### src/rtl/tmr8_pkg.sv
// Package: shared types and register addresses for the 8-bit timer.
// Assumes an 8-bit register bus with a 2-bit address.
package tmr8_pkg;

    localparam logic [1:0] A_CTRL = 2'd0;
    localparam logic [1:0] A_CNT  = 2'd1;
    localparam logic [1:0] A_CMP  = 2'd2;
    localparam logic [1:0] A_FLG  = 2'd3;

    typedef enum logic [1:0] {
        WAV_OFF = 2'd0,
        WAV_TOG = 2'd1,
        WAV_CLR = 2'd2,
        WAV_SET = 2'd3
    } wav_mode_e;

    typedef struct packed {
        logic       ovf_ie;
        logic       cmp_ie;
        wav_mode_e  wav;
        logic       updown;
        logic [2:0] src;
    } ctrl_t;

endpackage

### src/rtl/tmr8_tick.sv
// Tick generator: picks the count-tick source from a free-running prescaler
// or from a synchronized external pin. Assumes PRE_W >= 10 so that the
// divide-by-1024 tap exists. The tick is a one-cycle pulse.
module tmr8_tick #(
    parameter int PRE_W = 10
) (
    input  logic       clk,
    input  logic       rst_n,
    input  logic [2:0] src,
    input  logic       ext_in,
    output logic       tick
);
    localparam int TAP8    = 3;
    localparam int TAP64   = 6;
    localparam int TAP256  = 8;
    localparam int TAP1024 = 10;

    logic [PRE_W-1:0] pre_q;
    logic [2:0]       sync_q;

    // Free-running prescaler.
    always_ff @(posedge clk) begin
        if (!rst_n) pre_q <= '0;
        else        pre_q <= pre_q + 1'b1;
    end

    // Two-flop synchronizer plus one history flop for edge detection.
    always_ff @(posedge clk) begin
        if (!rst_n) sync_q <= 3'b000;
        else        sync_q <= {sync_q[1:0], ext_in};
    end

    // Tick source selection.
    always_comb begin
        case (src)
            3'd1:    tick = 1'b1;
            3'd2:    tick = &pre_q[TAP8-1:0];
            3'd3:    tick = &pre_q[TAP64-1:0];
            3'd4:    tick = &pre_q[TAP256-1:0];
            3'd5:    tick = &pre_q[TAP1024-1:0];
            3'd6:    tick = sync_q[2] & ~sync_q[1];
            3'd7:    tick = sync_q[1] & ~sync_q[2];
            default: tick = 1'b0;
        endcase
    end

endmodule

### src/rtl/tmr8_count.sv
// Counter core: an up/down counter with write priority and top/bottom
// decode. It reports the overflow event. Assumes that tick is a one-cycle
// pulse.
module tmr8_count #(
    parameter int CNT_W = 8
) (
    input  logic             clk,
    input  logic             rst_n,
    input  logic             tick,
    input  logic             updown,
    input  logic             wr_en,
    input  logic [CNT_W-1:0] wr_data,
    output logic [CNT_W-1:0] cnt,
    output logic             at_top,
    output logic             at_bot,
    output logic             ovf_evt
);
    localparam logic [CNT_W-1:0] MAXV = {CNT_W{1'b1}};

    logic [CNT_W-1:0] nxt;
    logic             dir_up, dir_n;

    assign at_top = (cnt == MAXV);
    assign at_bot = (cnt == '0);

    // Next count and next direction for the selected mode.
    always_comb begin
        nxt   = cnt;
        dir_n = dir_up;
        if (!updown) begin
            dir_n = 1'b1;
            if (tick) nxt = cnt + 1'b1;
        end else if (tick) begin
            if (dir_up) begin
                if (at_top) begin
                    nxt   = MAXV - 1'b1;
                    dir_n = 1'b0;
                end else begin
                    nxt = cnt + 1'b1;
                end
            end else begin
                if (at_bot) begin
                    nxt   = {{(CNT_W-1){1'b0}}, 1'b1};
                    dir_n = 1'b1;
                end else begin
                    nxt = cnt - 1'b1;
                end
            end
        end
    end

    assign ovf_evt = tick && !wr_en && (updown ? at_bot : at_top);

    // Count register; a bus write beats any step.
    always_ff @(posedge clk) begin
        if (!rst_n)     cnt <= '0;
        else if (wr_en) cnt <= wr_data;
        else            cnt <= nxt;
    end

    // Direction register; held across a write, forced up in normal mode.
    always_ff @(posedge clk) begin
        if (!rst_n)     dir_up <= 1'b1;
        else if (wr_en) dir_up <= updown ? dir_up : 1'b1;
        else            dir_up <= dir_n;
    end

    p_cnt_write_wins_r4: assert property (@(posedge clk) disable iff (!rst_n)
        wr_en |=> cnt == $past(wr_data));
    p_cnt_hold_r2: assert property (@(posedge clk) disable iff (!rst_n)
        (!tick && !wr_en) |=> cnt == $past(cnt));
    p_cnt_normal_step_r9: assert property (@(posedge clk) disable iff (!rst_n)
        (tick && !wr_en && !updown) |=> cnt == CNT_W'($past(cnt) + 1'b1));
    p_cnt_ud_turn_r10: assert property (@(posedge clk) disable iff (!rst_n)
        (tick && !wr_en && updown && cnt == MAXV) |=> cnt == MAXV - 1'b1);

endmodule

### src/rtl/tmr8_cmp_unit.sv
// Compare unit: detects equality, sets the compare flag on a tick at
// equality, and drives the wave register. Assumes that tick is a one-cycle
// pulse and that flag_clr is already decoded.
module tmr8_cmp_unit
    import tmr8_pkg::*;
#(
    parameter int CNT_W = 8
) (
    input  logic             clk,
    input  logic             rst_n,
    input  logic             tick,
    input  logic [CNT_W-1:0] cnt,
    input  logic [CNT_W-1:0] cmp,
    input  logic             cnt_wr,
    input  wav_mode_e        wav,
    input  logic             flag_clr,
    output logic             flag,
    output logic             wave_q
);
    logic hit, blk;

    assign hit = tick && (cnt == cmp);

    // Block the wave action until the first tick after a counter write.
    always_ff @(posedge clk) begin
        if (!rst_n)      blk <= 1'b0;
        else if (cnt_wr) blk <= 1'b1;
        else if (tick)   blk <= 1'b0;
    end

    // Compare flag; a set wins over a clear in the same cycle.
    always_ff @(posedge clk) begin
        if (!rst_n)        flag <= 1'b0;
        else if (hit)      flag <= 1'b1;
        else if (flag_clr) flag <= 1'b0;
    end

    // Wave register update on an unblocked match.
    always_ff @(posedge clk) begin
        if (!rst_n) wave_q <= 1'b0;
        else if (hit && !blk) begin
            case (wav)
                WAV_TOG: wave_q <= ~wave_q;
                WAV_CLR: wave_q <= 1'b0;
                WAV_SET: wave_q <= 1'b1;
                default: wave_q <= wave_q;
            endcase
        end
    end

    p_cmpflag_from_tick_r6: assert property (@(posedge clk) disable iff (!rst_n)
        $rose(flag) |-> $past(tick) && $past(cnt) == $past(cmp));
    p_wave_blocked_r12: assert property (@(posedge clk) disable iff (!rst_n)
        (blk && !cnt_wr) |=> $stable(wave_q));

endmodule

### src/rtl/tmr8_cmp.sv
// Top level: register file, flag logic and interrupt gating around the tick
// generator, the counter core and the compare unit. Assumes a single-cycle
// bus write strobe and an asynchronous read.
module tmr8_cmp
    import tmr8_pkg::*;
#(
    parameter int PRE_W = 10
) (
    input  logic       clk,
    input  logic       rst_n,
    input  logic       ext_in,
    input  logic       bus_we,
    input  logic [1:0] bus_addr,
    input  logic [7:0] bus_wdata,
    output logic [7:0] bus_rdata,
    input  logic       gie,
    input  logic       cmp_ack,
    output logic       irq_cmp,
    output logic       irq_ovf,
    output logic       wave_out,
    output logic       at_top,
    output logic       at_bottom
);
    localparam int CNT_W = 8;

    ctrl_t            ctrl_q;
    logic [CNT_W-1:0] cmp_q, cnt;
    logic             ovf_q, tick, ovf_evt, cmp_flag, wave_q;
    logic             wr_ctrl, wr_cnt, wr_cmp, wr_flg;

    assign wr_ctrl = bus_we && bus_addr == A_CTRL;
    assign wr_cnt  = bus_we && bus_addr == A_CNT;
    assign wr_cmp  = bus_we && bus_addr == A_CMP;
    assign wr_flg  = bus_we && bus_addr == A_FLG;

    // Control and compare registers.
    always_ff @(posedge clk) begin
        if (!rst_n) begin
            ctrl_q <= '0;
            cmp_q  <= '0;
        end else begin
            if (wr_ctrl) ctrl_q <= ctrl_t'(bus_wdata);
            if (wr_cmp)  cmp_q  <= bus_wdata;
        end
    end

    // Overflow flag; a set wins over a write-one clear.
    always_ff @(posedge clk) begin
        if (!rst_n)                     ovf_q <= 1'b0;
        else if (ovf_evt)               ovf_q <= 1'b1;
        else if (wr_flg && bus_wdata[1]) ovf_q <= 1'b0;
    end

    tmr8_tick #(.PRE_W(PRE_W)) u_tick (
        .clk    (clk),
        .rst_n  (rst_n),
        .src    (ctrl_q.src),
        .ext_in (ext_in),
        .tick   (tick)
    );

    tmr8_count #(.CNT_W(CNT_W)) u_count (
        .clk     (clk),
        .rst_n   (rst_n),
        .tick    (tick),
        .updown  (ctrl_q.updown),
        .wr_en   (wr_cnt),
        .wr_data (bus_wdata),
        .cnt     (cnt),
        .at_top  (at_top),
        .at_bot  (at_bottom),
        .ovf_evt (ovf_evt)
    );

    tmr8_cmp_unit #(.CNT_W(CNT_W)) u_cmp (
        .clk      (clk),
        .rst_n    (rst_n),
        .tick     (tick),
        .cnt      (cnt),
        .cmp      (cmp_q),
        .cnt_wr   (wr_cnt),
        .wav      (ctrl_q.wav),
        .flag_clr (cmp_ack || (wr_flg && bus_wdata[0])),
        .flag     (cmp_flag),
        .wave_q   (wave_q)
    );

    assign wave_out = (ctrl_q.wav == WAV_OFF) ? 1'b0 : wave_q;
    assign irq_cmp  = cmp_flag && ctrl_q.cmp_ie && gie;
    assign irq_ovf  = ovf_q && ctrl_q.ovf_ie && gie;

    // Combinational register read.
    always_comb begin
        case (bus_addr)
            A_CTRL:  bus_rdata = ctrl_q;
            A_CNT:   bus_rdata = cnt;
            A_CMP:   bus_rdata = cmp_q;
            default: bus_rdata = {6'b0, ovf_q, cmp_flag};
        endcase
    end

    p_ovf_wrap_r9: assert property (@(posedge clk) disable iff (!rst_n)
        (tick && !wr_cnt && !ctrl_q.updown && at_top) |=> ovf_q);
    p_ovf_not_at_top_r10: assert property (@(posedge clk) disable iff (!rst_n)
        (ctrl_q.updown && !ovf_q && !at_bottom) |=> !$rose(ovf_q) || $past(at_bottom));

endmodule

### config.mk
export PLATFORM = sky130hd
export DESIGN_NAME = tmr8_cmp
export DESIGN_NICKNAME = d
export VERILOG_FILES = /design/src/rtl/tmr8_pkg.sv /design/src/rtl/tmr8_tick.sv /design/src/rtl/tmr8_count.sv /design/src/rtl/tmr8_cmp_unit.sv /design/src/rtl/tmr8_cmp.sv
export SDC_FILE = /design/constraint.sdc
export NUM_CORES = 1
export LEC_CHECK = 0
export BUFFER_PORTS_ARGS = -buffer_cell sky130_fd_sc_hd__buf_4
export CORE_MARGIN = 4
export CORE_UTILIZATION = 40
export CTS_CLUSTER_SIZE = 10
export DETAILED_ROUTE_END_ITERATION = 16
export SLEW_MARGIN = 20
export SYNTH_ARGS = -nofsm -noshare
export SYNTH_HDL_FRONTEND = slang
export SYNTH_SLANG_ARGS = --single-unit
### constraint.sdc
create_clock -name clk -period 5.45 [get_ports clk]
set_input_delay 0.2725 -clock clk [delete_from_list [all_inputs] [get_ports clk]]
set_output_delay 0.2725 -clock clk [all_outputs]
set_load 0.02 [all_outputs]
---- Word-level counts from Yosys, hierarchy flattened ----
Cells that the tools add are included.
W data, S select, Z words.
storage, ports and cells
  bits in registers ....................... 42
  input port bits ......................... 16
  output and inout port bits .............. 13
  logic and storage cells ................. 94
operators by class
  add/subtract/negate cells ............... 3
  eq/ne operators ......................... 17
  multiplexer cells ....................... 25
  bitwise gates (word level) .............. 5
  reductions and logical operators ........ 30
operator list
  cell                     count
  $mux W8                  7
  $pmux W8 S3              1
  $mux W1                  15
  $logic_and A1 B1 Y1      14
  $eq A3 B3 Y1 const B     4
  $add A10 B1 Y10 const B  1
  $reduce_and A10 Y1       1
  $add A8 B1 Y8 const B    1
  $eq A2 B2 Y1 const B     4
  $eq A8 B8 Y1             1
  $eq A8 B8 Y1 const B     1
  $logic_not A8 Y1         1
  $reduce_and A8 Y1        1
  $sub A8 B1 Y8 const B    1
  $pmux W1 S7              1
  $eq A3 B2 Y1 const B     2
  $reduce_and A6 Y1        1
  $reduce_bool A2 Y1       3
  $eq A2 B1 Y1 const B     2
  $logic_not A2 Y1         2
  $reduce_and A2 Y1        2
  $eq A3 B1 Y1 const B     1
  $not A1 Y1               3
  $pmux W1 S3              1
  other kinds (7)          9

---- Longest topological paths before layout ----
Gate-level depths: netlist of the first run.
  depth in word-level cells ............... 6
  depth in mapped cells ................... 9
  mapped depth without buffers ............ 8

---- Hierarchy ----
Synthesis of the first run repeated with hierarchy kept, for this count alone.
unflattened totals
  cell total of the unflattened synthesis .. 301
  area total of the unflattened synthesis .. 2600.0 µm²
modules (own cells, without submodules)
  module         times used  cells an instance  area each (µm²)  seq. area each (µm²)
  tmr8_cmp       1           90                 903.4            340.3
  tmr8_count     1           126                902.1            180.2
  tmr8_tick      1           57                 566.8            260.2
  tmr8_cmp_unit  1           28                 227.7            60.1

---- Least setup slack after synthesis of the first run ----
Ideal clock, no wire load.
  path type ............................... flip-flop to flip-flop
  start ................................... register u_count.cnt[0]
  end ..................................... register u_count.cnt[6]
  setup time .............................. 135 ps
  arrival time ............................ 2025 ps
  required time ........................... 5315 ps
  setup slack ............................. 3290 ps
  cell stages (with the launch flop) ...... 10
  buffers on the path ..................... 1
  clock period less this slack ............ 2160 ps
  path through ............................ dfxtp_1 -> clkbuf_1 -> inv_1 -> ha_1 -> or4b_4 -> nor4_4 -> nand2_4 -> o211a_1 -> o21ai_2 -> a31oi_1
between the ends
  longest elaborated chain between the ends .. 6
  elaborated cells on any way between the ends .. 11
  those cells by class .................... add/sub (2); eq/ne (1); mux (7); reduce/logical (1)
ends and longest elaborated chain
  item                    line              RTL
  start, declared         tmr8_count.sv:13  output logic [CNT_W-1:0] cnt,
  start signal, assigned  tmr8_count.sv:57  else if (wr_en) cnt <= wr_data;
  start signal, assigned  tmr8_count.sv:58  else cnt <= nxt;
  $logic_not A8 Y1        tmr8_count.sv:24  assign at_bot = (cnt == '0);
  named net at_bottom     tmr8_cmp.sv:22    output logic at_bottom
  $mux W8                 tmr8_count.sv:42  if (at_bot) begin
  $mux W8                 tmr8_count.sv:34  if (dir_up) begin
  $mux W8                 tmr8_count.sv:33  end else if (tick) begin
  $mux W8                 tmr8_count.sv:30  if (!updown) begin
  $mux W8                 tmr8_count.sv:57
The timed path passes the listed nets, and every way through them passes these cells. The select of a mux whose other input is x is not followed.
A chain may end at the register's enable or synchronous reset.

---- Worst setup path after layout of the first run ----
  start ................................... register u_count.cnt[0]
  end ..................................... output port at_bottom
between the ends
  longest elaborated chain between the ends .. 1
ends and longest elaborated chain
  item              line
  $logic_not A8 Y1  tmr8_count.sv:24
  end, declared     tmr8_cmp.sv:22
No other way between the ends.

==> out/metrics.yaml, run 1 <==
path_max_fanout: 9
finalHoldViolCount: 0
die_area_mm2: 0.007561
syn_nets: 311
port-buffer-count: 28
rsz0062_at_grt: "no"
final_util_pct: 47.58
drive_above_1_share_pct: 15.03
grt_pass1_wl_um: 10670
start_kind: "flip-flop"
crit_required_ns: 5.18
cts_max_path_buffers: 2
setup_viol: 0
wire_per_inst_um: 16.49
period_needed_ns: 2.436
track_usage_pct: 17.81
gp_congestion: 0.9349
fin_skew_ns: 0.005806
hold_buffers: 0
cts_tree: "yes"
start_util_pct: 41.62
postCtsSetupBuffers: 0
clock_latency_ns: 0.29
cts_resized: 0
outcome: "completed"
p_per_area_mw_per_mm2: 263.2
synth_top_area_share_pct: 33.72
num_rows: 28
yosys_warnings: 0
dieHeight_um: 86.96
coreArea_mm2: 0.005991
nFillCells: 589
end_kind: "output port"
yosysTopAreaCell: "dfxtp_1"
crit_arrival_ns: 2.16
relSlewSlack_pct: 44.08
yosysSeqAreaShare_pct: 33.72
overflow: 0
slew_violations: 0
nets: 326
synth-edff-count: 0
fp.dieW_um: 86.96
hold_path_class: "in -> reg"
avgSynthCellArea_um2: 8.599
fmax_mhz: 410.5
layout_commonest_cell: "dfxtp_1"
drc_errors: 0
antenna_left: 0
synth_seq_cells: 42
num_vias: 2129
grt_pass1_vias: 2086
ios: 29
syn_area_mm2: 0.002494
grt_max_degree: 45
clkSinkCount: 42
clk_pin_slew_ns: 0.09
setup_tns_ns: 0
area_growth_pct: 14.30
dp_hpwl_um: 4455
synth_area_leaders: "dfxtp_1 (34%), mux2i_1 (8.8%), nor2b_1 (5.8%)"
antennaDiodeCount: 0
worstSetupPathType: "reg -> out"
maxCapViolCount: 0
antenna_found_initial: 0
ys_types: 55
routed_wl_um: 6282
tightestPinTransition_ns: 0.8370
vdd_drop_max_mv: 0.1629
ys.flop_type: "dfxtp_1"
viasPerCell: 5.588
synth_async_sr_flop_share_pct: 0
cts-htree-levels: 2
leakage_nw: 1.129
numCtsBuffers: 5
root_buffer: "clkbuf_8"
min_period_over_period_pct: 44.70
syn-instance-count: 290
final_cell_mix: "dfxtp_1 (42), buf_4 (29), nor2b_1 (23)"
dr.pass1.iters: 4
drt_iter0_markers: 137
==> critical path: stages (launching register included) <==
cell and delay, ns:
dfxtp_1 0.42, inv_1 0.16, ha_1 0.16, or4b_4 0.50
nor4_4 0.39, buf_4 0.24
==> synth_stat cells, types with 3 or more instances <==
cell,instances
a31oi_1,7
xor2_1,4
nor2_1,14
dfxtp_1,42
clkbuf_1,13
o2111ai_1,3
nand2_1,22
nand4_1,10
nand2b_1,3
nand3_1,13
mux2i_1,22
and3_1,8
a21oi_1,6
ha_1,5
o21ai_0,21
o211ai_1,3
nor2b_1,23
and2_1,11
xnor2_1,12
inv_1,4
==> final cells by class <==
cell class | count | area, um^2 | area share, %
Clock buffer | 6 | 82.58 | 2.897
Clock inverter | 2 | 60.06 | 2.107
Inverter | 4 | 15.01 | 0.5268
Multi-Input combinational cell | 223 | 1540 | 54.04
Sequential cell | 42 | 840.8 | 29.50
Tap cell | 75 | 93.84 | 3.292
Timing Repair Buffer | 29 | 217.7 | 7.638
==> path summary, 6_finish.rpt <==
kind	startpoint	to	slack, ns	depth (start not counted)
worst min register to register	u_tick.sync_q[0]$_SDFF_PN0_	u_tick.sync_q[1]$_SDFF_PN0_	0.44	1
worst max-delay path	u_count.cnt[0]$_SDFFE_PN0P_	at_bottom	3.01	5
worst max register to register	u_count.cnt[0]$_SDFFE_PN0P_	u_count.cnt[6]$_SDFFE_PN0P_	3.19	8
worst min-delay path	ext_in	u_tick.sync_q[0]$_SDFF_PN0_	0.18	2
==> report_power, final <==
part / internal [mW] / switching, mW
clock network: 0.196 / 0.112
logic: 0.0475 / 0.0582
registers: 0.318 / 0.0189
total: 0.561 / 0.189
==> kinds of logic after synthesis <==
family,Yosys count,share of synthesized area [%]
adder cells (fa/ha/maj),5,2.509
multiplexers,25,11.09
flip-flops,42,33.72
AND/OR/NAND/NOR,119,27.15
buffers and inverters,25,4.515
XOR/XNOR,16,5.619
AO/OA/AOI/OAI,58,15.41
==> per-layer routing <==
metal | vias to the layer above | wire [um] | global-route usage (%)
met1 | 1005 | 3093 | 25.46
li1 | 1066 | - | -
met2 | 52 | 2838 | 27.33
met4 | 0 | 63 | 4.249
met5 | - | 0 | 0
met3 | 6 | 287 | 3.690
==> registers in the layout, summed over array words and instances, names as in the netlist <==
signal / flops
u_count.dir_up: 1
ctrl_q: 8
u_count.cnt: 8
u_tick.pre_q: 10
u_cmp.blk: 1
u_cmp.flag: 1
cmp_q: 8
u_tick.sync_q: 3
ovf_q: 1
u_cmp.wave_q: 1
==> through the flow <==
stage                     setup slack, ns  area [um^2]  std cells  hold slack, ns  total power, mW
final                               3.014         2850        381          0.1808           0.7502
after global routing                2.900         2850        381          0.1881           0.7833
after CTS                           3.025         2850        381          0.1754           0.7557
after detailed placement            3.242         2708        373          0.4213           0.4488
after global placement              3.202         2708        373          0.4187           0.4493
after floorplan                     3.290         2494        290          0.3998           0.4132
Power figures use the tool's default switching activity.
==> run 2, diff against run 1 <==
--- a/config.mk
+++ b/config.mk
@@ -5,6 +5,7 @@
 export SDC_FILE = /design/constraint.sdc
 export NUM_CORES = 1
 export LEC_CHECK = 0
+export ABC_AREA = 1
 export BUFFER_PORTS_ARGS = -buffer_cell sky130_fd_sc_hd__buf_4
 export CORE_MARGIN = 4
 export CORE_UTILIZATION = 40
==> constraint.sdc (replaced) <==
create_clock -name clk -period 2.5 [get_ports clk]
set_input_delay 0.125 -clock clk [delete_from_list [all_inputs] [get_ports clk]]
set_output_delay 0.125 -clock clk [all_outputs]
set_load 0.02 [all_outputs]
==> out/metrics.yaml, run 2 <==
largest_reg_flops: 10  # unchanged
synth-edff-count: 0  # unchanged
yosysSeqAreaShare_pct: 33.28  # was 33.72%
worstSetupPathType: "reg -> out"  # unchanged
slew_violations: 0  # unchanged
overflow: 0  # unchanged
port-buffer-count: 28  # unchanged
dr.pass1.iters: 4  # unchanged
maxCapViolCount: 0  # unchanged
cts_max_path_buffers: 2  # unchanged
critPathLaunch: "u_count.cnt[0]$_SDFFE_PN0P_"  # unchanged
ios: 29  # unchanged
grt_max_degree: 29  # was 45
hold_path_class: "in -> reg"  # unchanged
p_int_mw: 1.099  # was 0.5610 mW
synth_top_area_share_pct: 33.28  # was 33.72%
start_util_pct: 41.92  # was 41.62%
fmax_mhz: 583.5
finalHoldViolCount: 0  # unchanged
period_needed_ns: 1.714
setup_tns_ns: 0  # unchanged
grt_pass1_vias: 2290  # was 2086
die_area_mm2: 0.007651  # was 0.007561 mm^2
final_cell_mix: "nand2_1 (85), inv_1 (49), dfxtp_1 (42)"  # was dfxtp_1 (42), buf_4 (29), nor2b_1 (23)
use_met2_pct: 28.22  # was 27.33%
hold_path_startpoint: "ext_in"  # unchanged
netSwitchingFraction_pct: 29.06  # was 25.22%
clk_pin_slew_ns: 0.08  # was 0.09 ns
clkPwrFrac_pct: 34.6  # was 41.0%
routed_wl_um: 6252  # was 6282 um
fp.dieW_um: 87.47  # was 86.96 um
top_register: "u_tick.pre_q"  # unchanged
ys.flop_type: "dfxtp_1"  # unchanged
num_rows: 28  # unchanged
clock_latency_ns: 0.29  # about the same
clkSinkCount: 42  # unchanged
leakage_nw: 1.270  # was 1.129 nW
cts_tree: "yes"  # unchanged
vdd_drop_max_mv: 0.2314  # was 0.1629 mV
min_period_over_period_pct: 68.55
nFillCells: 636  # was 589
crit_arrival_ns: 1.59  # was 2.16 ns
finalNonFillerCells: 474  # was 381
nets: 419  # was 326
netSwitchingPower_mw: 0.4503  # was 0.1892 mW
syn_area_mm2: 0.002526  # was 0.002494 mm^2
power.share.combinational_pct: 18.6  # was 14.1%
cts_resized: 0  # unchanged
place_inst: 466  # was 373
relSlewSlack_pct: 58.77  # was 44.08%
synth_async_sr_flop_share_pct: 0  # unchanged
gp_congestion: 0.9194  # was 0.9349
synth_area_leaders: "dfxtp_1 (33%), nand2_1 (13%), inv_1 (7.3%)"  # was dfxtp_1 (34%), mux2i_1 (8.8%), nor2b_1 (5.8%)
drt_iter0_markers: 173  # was 137
end_kind: "output port"  # unchanged
dp_slack_ns: 0.8139  # was 3.242 ns
gr-max-usage-layer: "met2"  # unchanged
layout_commonest_cell: "nand2_1"  # was dfxtp_1
root_buffer: "clkbuf_8"  # unchanged
ys_top_cells_by_count: "nand2_1 (85), inv_1 (49), dfxtp_1 (42), a21oi_1 (35), nand3_1 (32)"  # was dfxtp_1 (42), nor2b_1 (23), mux2i_1 (22), nand2_1 (22), o21ai_0 (21)
setup_slack_ns: 0.7862  # was 3.014 ns
start_kind: "flip-flop"  # unchanged
syn-instance-count: 374  # was 290
design_area_mm2: 0.002872  # was 0.002850 mm^2
outcome: "completed"  # unchanged
antennaDiodeCount: 0  # unchanged
grt_use_met1_pct: 24.73  # was 25.46%
avgSynthCellArea_um2: 6.754  # was 8.599 um^2
p_seq_share_pct: 46.7  # was 44.9%
num_vias: 2421  # was 2129
area_growth_pct: 13.67  # was 14.30%
multiInputGateArea_mm2: 0.001381  # was 0.001540 mm^2
viasPerCell: 5.108  # was 5.588
grt_pass1_wl_um: 10720  # was 10670 um
syn_nets: 395  # was 311
final_util_pct: 47.65  # was 47.58%
crit_required_ns: 2.38  # was 5.18 ns
antenna_left: 0  # unchanged
fin_skew_ns: 0.005426  # was 0.005806 ns
drc_errors: 0  # unchanged
rsz0062_at_grt: "no"  # unchanged
yosysMostFrequentCell: "nand2_1"  # was dfxtp_1
rr_startpoint: "u_count.cnt[0]$_SDFFE_PN0P_"  # unchanged
dpl_cell_area_mm2: 0.002761  # was 0.002708 mm^2
yosysTopAreaCell: "dfxtp_1"  # unchanged
cts-htree-levels: 2  # unchanged
path_max_fanout: 7  # was 9
seqCellArea_um2: 840.8  # unchanged
numCtsBuffers: 5  # unchanged
p_per_area_mw_per_mm2: 539.6  # was 263.2 mW/mm^2
yosys_warnings: 0  # unchanged
drive_above_1_share_pct: 16.29  # was 15.03%
dieHeight_um: 87.47  # was 86.96 um
hold_buffers: 0  # unchanged
dp_hpwl_um: 4778  # was 4455 um
antenna_found_initial: 0  # unchanged
setup_viol: 0  # unchanged
synth_seq_cells: 42  # unchanged
ys_types: 33  # was 55
postCtsSetupBuffers: 0  # unchanged
wire_per_inst_um: 13.19  # was 16.49 um
track_usage_pct: 17.76  # was 17.81%
tightestPinTransition_ns: 0.6167  # was 0.8370 ns
coreArea_mm2: 0.006026  # was 0.005991 mm^2
met3_usage_pct: 3.217  # was 3.690%
==> run 2: cell count changes in the layout (fill, tap and decap cells not counted), sizes merged, moves of 5 or more <==
cell / before / now
a21oi: 6 / 35
a31oi: 7 / 0
and2: 11 / 0
and3: 8 / 1
inv: 4 / 62
mux2i: 22 / 0
nand2: 23 / 91
nand3: 13 / 34
nand4: 10 / 1
nor2: 15 / 27
nor2b: 23 / 0
o21ai: 22 / 33
o221ai: 1 / 6
xnor2: 12 / 7
==> run 2: power by group through the flow <==
stage          sequential (mW)  clock [mW]  combinational, mW
2_1_floorplan            0.728           0              0.210
3_3_place_gp             0.740           0              0.288
3_5_place_dp             0.740           0              0.288
4_1_cts                  0.724       0.550              0.289
5_1_grt                  0.729       0.579              0.328
6_report                 0.724       0.537              0.288
==> run 2: final cells by class <==
class	count	area share [%]
clock buffer	6	2.527
clock inverter	2	1.307
inverter	62	8.192
multi-input combinational	259	48.10
sequential	42	29.28
tap	75	3.268
timing repair buffer	28	7.320
==> run 2: worst max-delay path, stage by stage, from the launching register on <==
cell and delay, ns:
dfxtp_1 0.47, ha_1 0.23, nand2_1 0.08, nor2_2 0.16, nand2_1 0.10, inv_1 0.11, buf_4 0.15
==> run 2: kinds of logic after synthesis <==
logic type	Yosys count	synth area share, %
adder cells (fa/ha/maj)	5	2.476
AO/OA/AOI/OAI	79	17.04
AND/OR/NAND/NOR	160	29.97
XOR/XNOR	15	5.201
buffers and inverters	73	12.04
flip-flops	42	33.28
==> run 2: path summary, 6_finish.rpt <==
check	to	slack, ns	depth (start not counted)
setup / recovery	at_top	0.79	6
hold / removal	u_tick.sync_q[0]$_SDFF_PN0_	0.02	3
hold reg to reg	u_tick.sync_q[1]$_SDFF_PN0_	0.42	2
setup reg to reg	u_count.cnt[6]$_SDFFE_PN0P_	0.82	9
==> run 2: per-stage QoR <==
stage | hold WS [ns] | total power [mW]
floorplan | 0.2226 | 0.9380
global placement | 0.3165 | 1.028
detailed placement | 0.3200 | 1.028
CTS | 0.007260 | 1.564
global route | 0.03943 | 1.636
finish | 0.01840 | 1.550
==> run 2: per-layer routing <==
metal / vias to the layer above / part of all wire [%]
met5: - / 0
met4: 0 / 0.99
met3: 6 / 4.2
met2: 45 / 44
met1: 1121 / 50
li1: 1249 / -
==> run 3, diff against run 2 <==
==> constraint.sdc (replaced) <==
create_clock -name clk -period 1.43 [get_ports clk]
set_input_delay 0.0715 -clock clk [delete_from_list [all_inputs] [get_ports clk]]
set_output_delay 0.0715 -clock clk [all_outputs]
set_load 0.02 [all_outputs]
==> out/metrics.yaml, run 3 (synthesis results as in run 2) <==
crit_family: "simple AND/OR/NAND/NOR gates"  # was flip-flops
fp.dieW_um: 87.47  # unchanged
slowest_stage: "dfxtp_2"  # was dfxtp_1
finalHoldViolCount: 0  # unchanged
cts_tree: "yes"  # unchanged
leakage_nw: 1.552  # was 1.270 nW
cpPeakStageDelay_ns: 0.36  # was 0.47 ns
start_kind: "flip-flop"  # unchanged
p_int_mw: 1.862  # was 1.099 mW
vdd_drop_max_mv: 0.7047  # was 0.2314 mV
power_mw: 2.709  # was 1.550 mW
numCtsBuffers: 5  # unchanged
num_rows: 28  # unchanged
crit_arrival_ns: 1.74  # was 1.59 ns
clkSinkCount: 42  # unchanged
p_seq_share_pct: 46.7  # about the same
clkPwrFrac_pct: 27.2  # was 34.6%
nFillCells: 585  # was 636
die_area_mm2: 0.007651  # unchanged
tightestPinTransition_ns: 0.4455  # was 0.6167 ns
nets: 470  # was 419
antenna_left: 0  # unchanged
routed_wl_um: 6976  # was 6252 um
period_needed_ns: 1.516
coreArea_mm2: 0.006026  # unchanged
netSwitchingPower_mw: 0.8471  # was 0.4503 mW
power.share.combinational_pct: 26.1  # was 18.6%
hold_path_class: "in -> reg"  # unchanged
critPathMostFrequentCell: "nand2_1"  # unchanged
start_util_pct: 41.92  # unchanged
p_per_area_mw_per_mm2: 790.9  # was 539.6 mW/mm^2
grt_pass1_wl_um: 11590  # was 10720 um
overflow: 0  # unchanged
ios: 29  # unchanged
clock_latency_ns: 0.30  # was 0.29 ns
drc_errors: 0  # unchanged
fmax_mhz: 659.6
clk_pin_slew_ns: 0.08  # about the same
layout_commonest_cell: "nand2_1"  # unchanged
worstPathCellList: "ha_4 > ha_4 > nand3_2 > nand2_1 > inv_1 > nand2_1 > nand2_1 > inv_2 > nand2_4 > nor2_4 > o211ai_1 > a21oi_1"  # was ha_1 > nand2_1 > nor2_2 > nand2_1 > inv_1 > buf_4
fin_skew_ns: 0.007433  # was 0.005426 ns
end_kind: "flip-flop"  # was output port
dieHeight_um: 87.47  # unchanged
rsz0062_at_grt: "yes"  # was no
setup_slack_ns: -0.08615  # was 0.7862 ns
gp_congestion: 0.9319  # was 0.9194
setup_tns_ns: -0.8204  # was 0 ns
area_growth_pct: 35.61  # was 13.67%
worstSetupPathType: "reg -> reg"  # was reg -> out
viasPerCell: 4.939  # was 5.108
maxCapViolCount: 0  # unchanged
slew_violations: 0  # unchanged
setup_viol: 13  # was 0
cts-htree-levels: 2  # unchanged
drt_iter0_markers: 153  # was 173
top_register: "u_tick.pre_q"  # unchanged
drive_above_1_share_pct: 33.41  # was 16.29%
num_vias: 2588  # was 2421
critPathBufInv: 2  # unchanged
antennaDiodeCount: 0  # unchanged
violations: "setup timing"
crit_required_ns: 1.66  # was 2.38 ns
port-buffer-count: 28  # unchanged
dp_hpwl_um: 5193  # was 4778 um
cts_max_path_buffers: 2  # unchanged
wire_per_inst_um: 13.31  # was 13.19 um
track_usage_pct: 19.41  # was 17.76%
netSwitchingFraction_pct: 31.27  # was 29.06%
dr.pass1.iters: 5  # was 4
largest_reg_flops: 10  # unchanged
final_cell_mix: "nand2_1 (81), buf_4 (73), inv_1 (45)"  # was nand2_1 (85), inv_1 (49), dfxtp_1 (42)
grt_pass1_vias: 2474  # was 2290
antenna_found_initial: 0  # unchanged
grt_max_degree: 22  # was 29
root_buffer: "clkbuf_8"  # unchanged
min_period_over_period_pct: 106.0
relSlewSlack_pct: 70.27  # was 58.77%
outcome: "finished with violations"  # was completed
path_max_fanout: 4  # was 7
## run 3: changes by cell type in the layout (fill, tap and decap cells not counted), moves of 4 or more
cell / previous run / this run
inv_1: 49 / 45
ha_4: 0 / 4
buf_4: 28 / 73
nor2_4: 3 / 7
nand2_1: 85 / 81
dfxtp_1: 42 / 30
buf_6: 0 / 5
ha_1: 5 / 1
dfxtp_2: 0 / 9
## run 3: path summary, 6_finish.rpt
| check | startpoint | to | slack, ns | cells after the start |
|---|---|---|---|---|
| setup / recovery | u_tick.pre_q[0]$_SDFF_PN0_ | ovf_q$_SDFFE_PN0P_ | -0.09 | 12 |
| hold / removal | rst_n | u_count.dir_up$_SDFFE_PN1P_ | 0.03 | 2 |
| hold reg to reg | u_tick.sync_q[0]$_SDFF_PN0_ | u_tick.sync_q[1]$_SDFF_PN0_ | 0.42 | 2 |
| setup reg to reg | u_tick.pre_q[0]$_SDFF_PN0_ | ovf_q$_SDFFE_PN0P_ | -0.09 | 12 |
## run 3: power groups by stage
stage	Sequential [mW]	Clock (mW)	Combinational, mW
after global placement	1.28	0	0.597
after global routing	1.27	0.805	0.781
after floorplan	1.28	0	0.370
after CTS	1.26	0.761	0.688
after detailed placement	1.29	0	0.606
final	1.27	0.737	0.706
## run 3: worst reg2reg max path: cells and delay by family, from the launching register on
kind,cells,cell delay (ns)
compound gates,2,0.29
buf+inv,2,0.10
flops,1,0.36
fa+ha+maj,2,0.28
simple gates,6,0.43
## run 3: through the flow
step / setup WS (ns) / hold WS (ns) / utilization (%) / area (um^2) / cells
2_1_floorplan: 0.01106 / 0.1691 / - / 2560 / 374
3_3_place_gp: -0.09615 / 0.2573 / 52.08 / 3138 / 510
3_5_place_dp: -0.1254 / 0.2584 / 52.08 / 3138 / 510
4_1_cts: -0.07442 / 0.02126 / 56.33 / 3395 / 525
5_1_grt: -0.2081 / 0.04257 / 56.85 / 3426 / 524
6_report: -0.08615 / 0.03058 / 56.85 / 3426 / 524
## run 3: metal layers
metal / GRT usage [%] / vias to the layer above / wire, um
met1: 25.93 / 1153 / 3240
met5: 0 / - / 0
met4: 6.834 / 0 / 142
met2: 31.58 / 72 / 3231
li1: - / 1350 / -
met3: 3.027 / 13 / 361
## run 3: area by class of cell
class	count	area (um^2)	area share (%)
Clock inverter	2	10.01	0.2922
Inverter	62	247.7	7.232
Tap cell	75	93.84	2.739
Timing Repair Buffer	79	614.3	17.93
Clock buffer	5	68.82	2.009
Multi-Input combinational cell	259	1528	44.59
Sequential cell	42	863.3	25.20
## run 3: timing repair
action | 4_1_cts | 5_1_grt
resized for setup | 36 | 18
setup buffers | 9 | 1
hold buffers | 1 | 0
pin swaps | 22 | 7
hold endpoints to repair | 1 | 0
setup endpoints to repair | 16 | 18
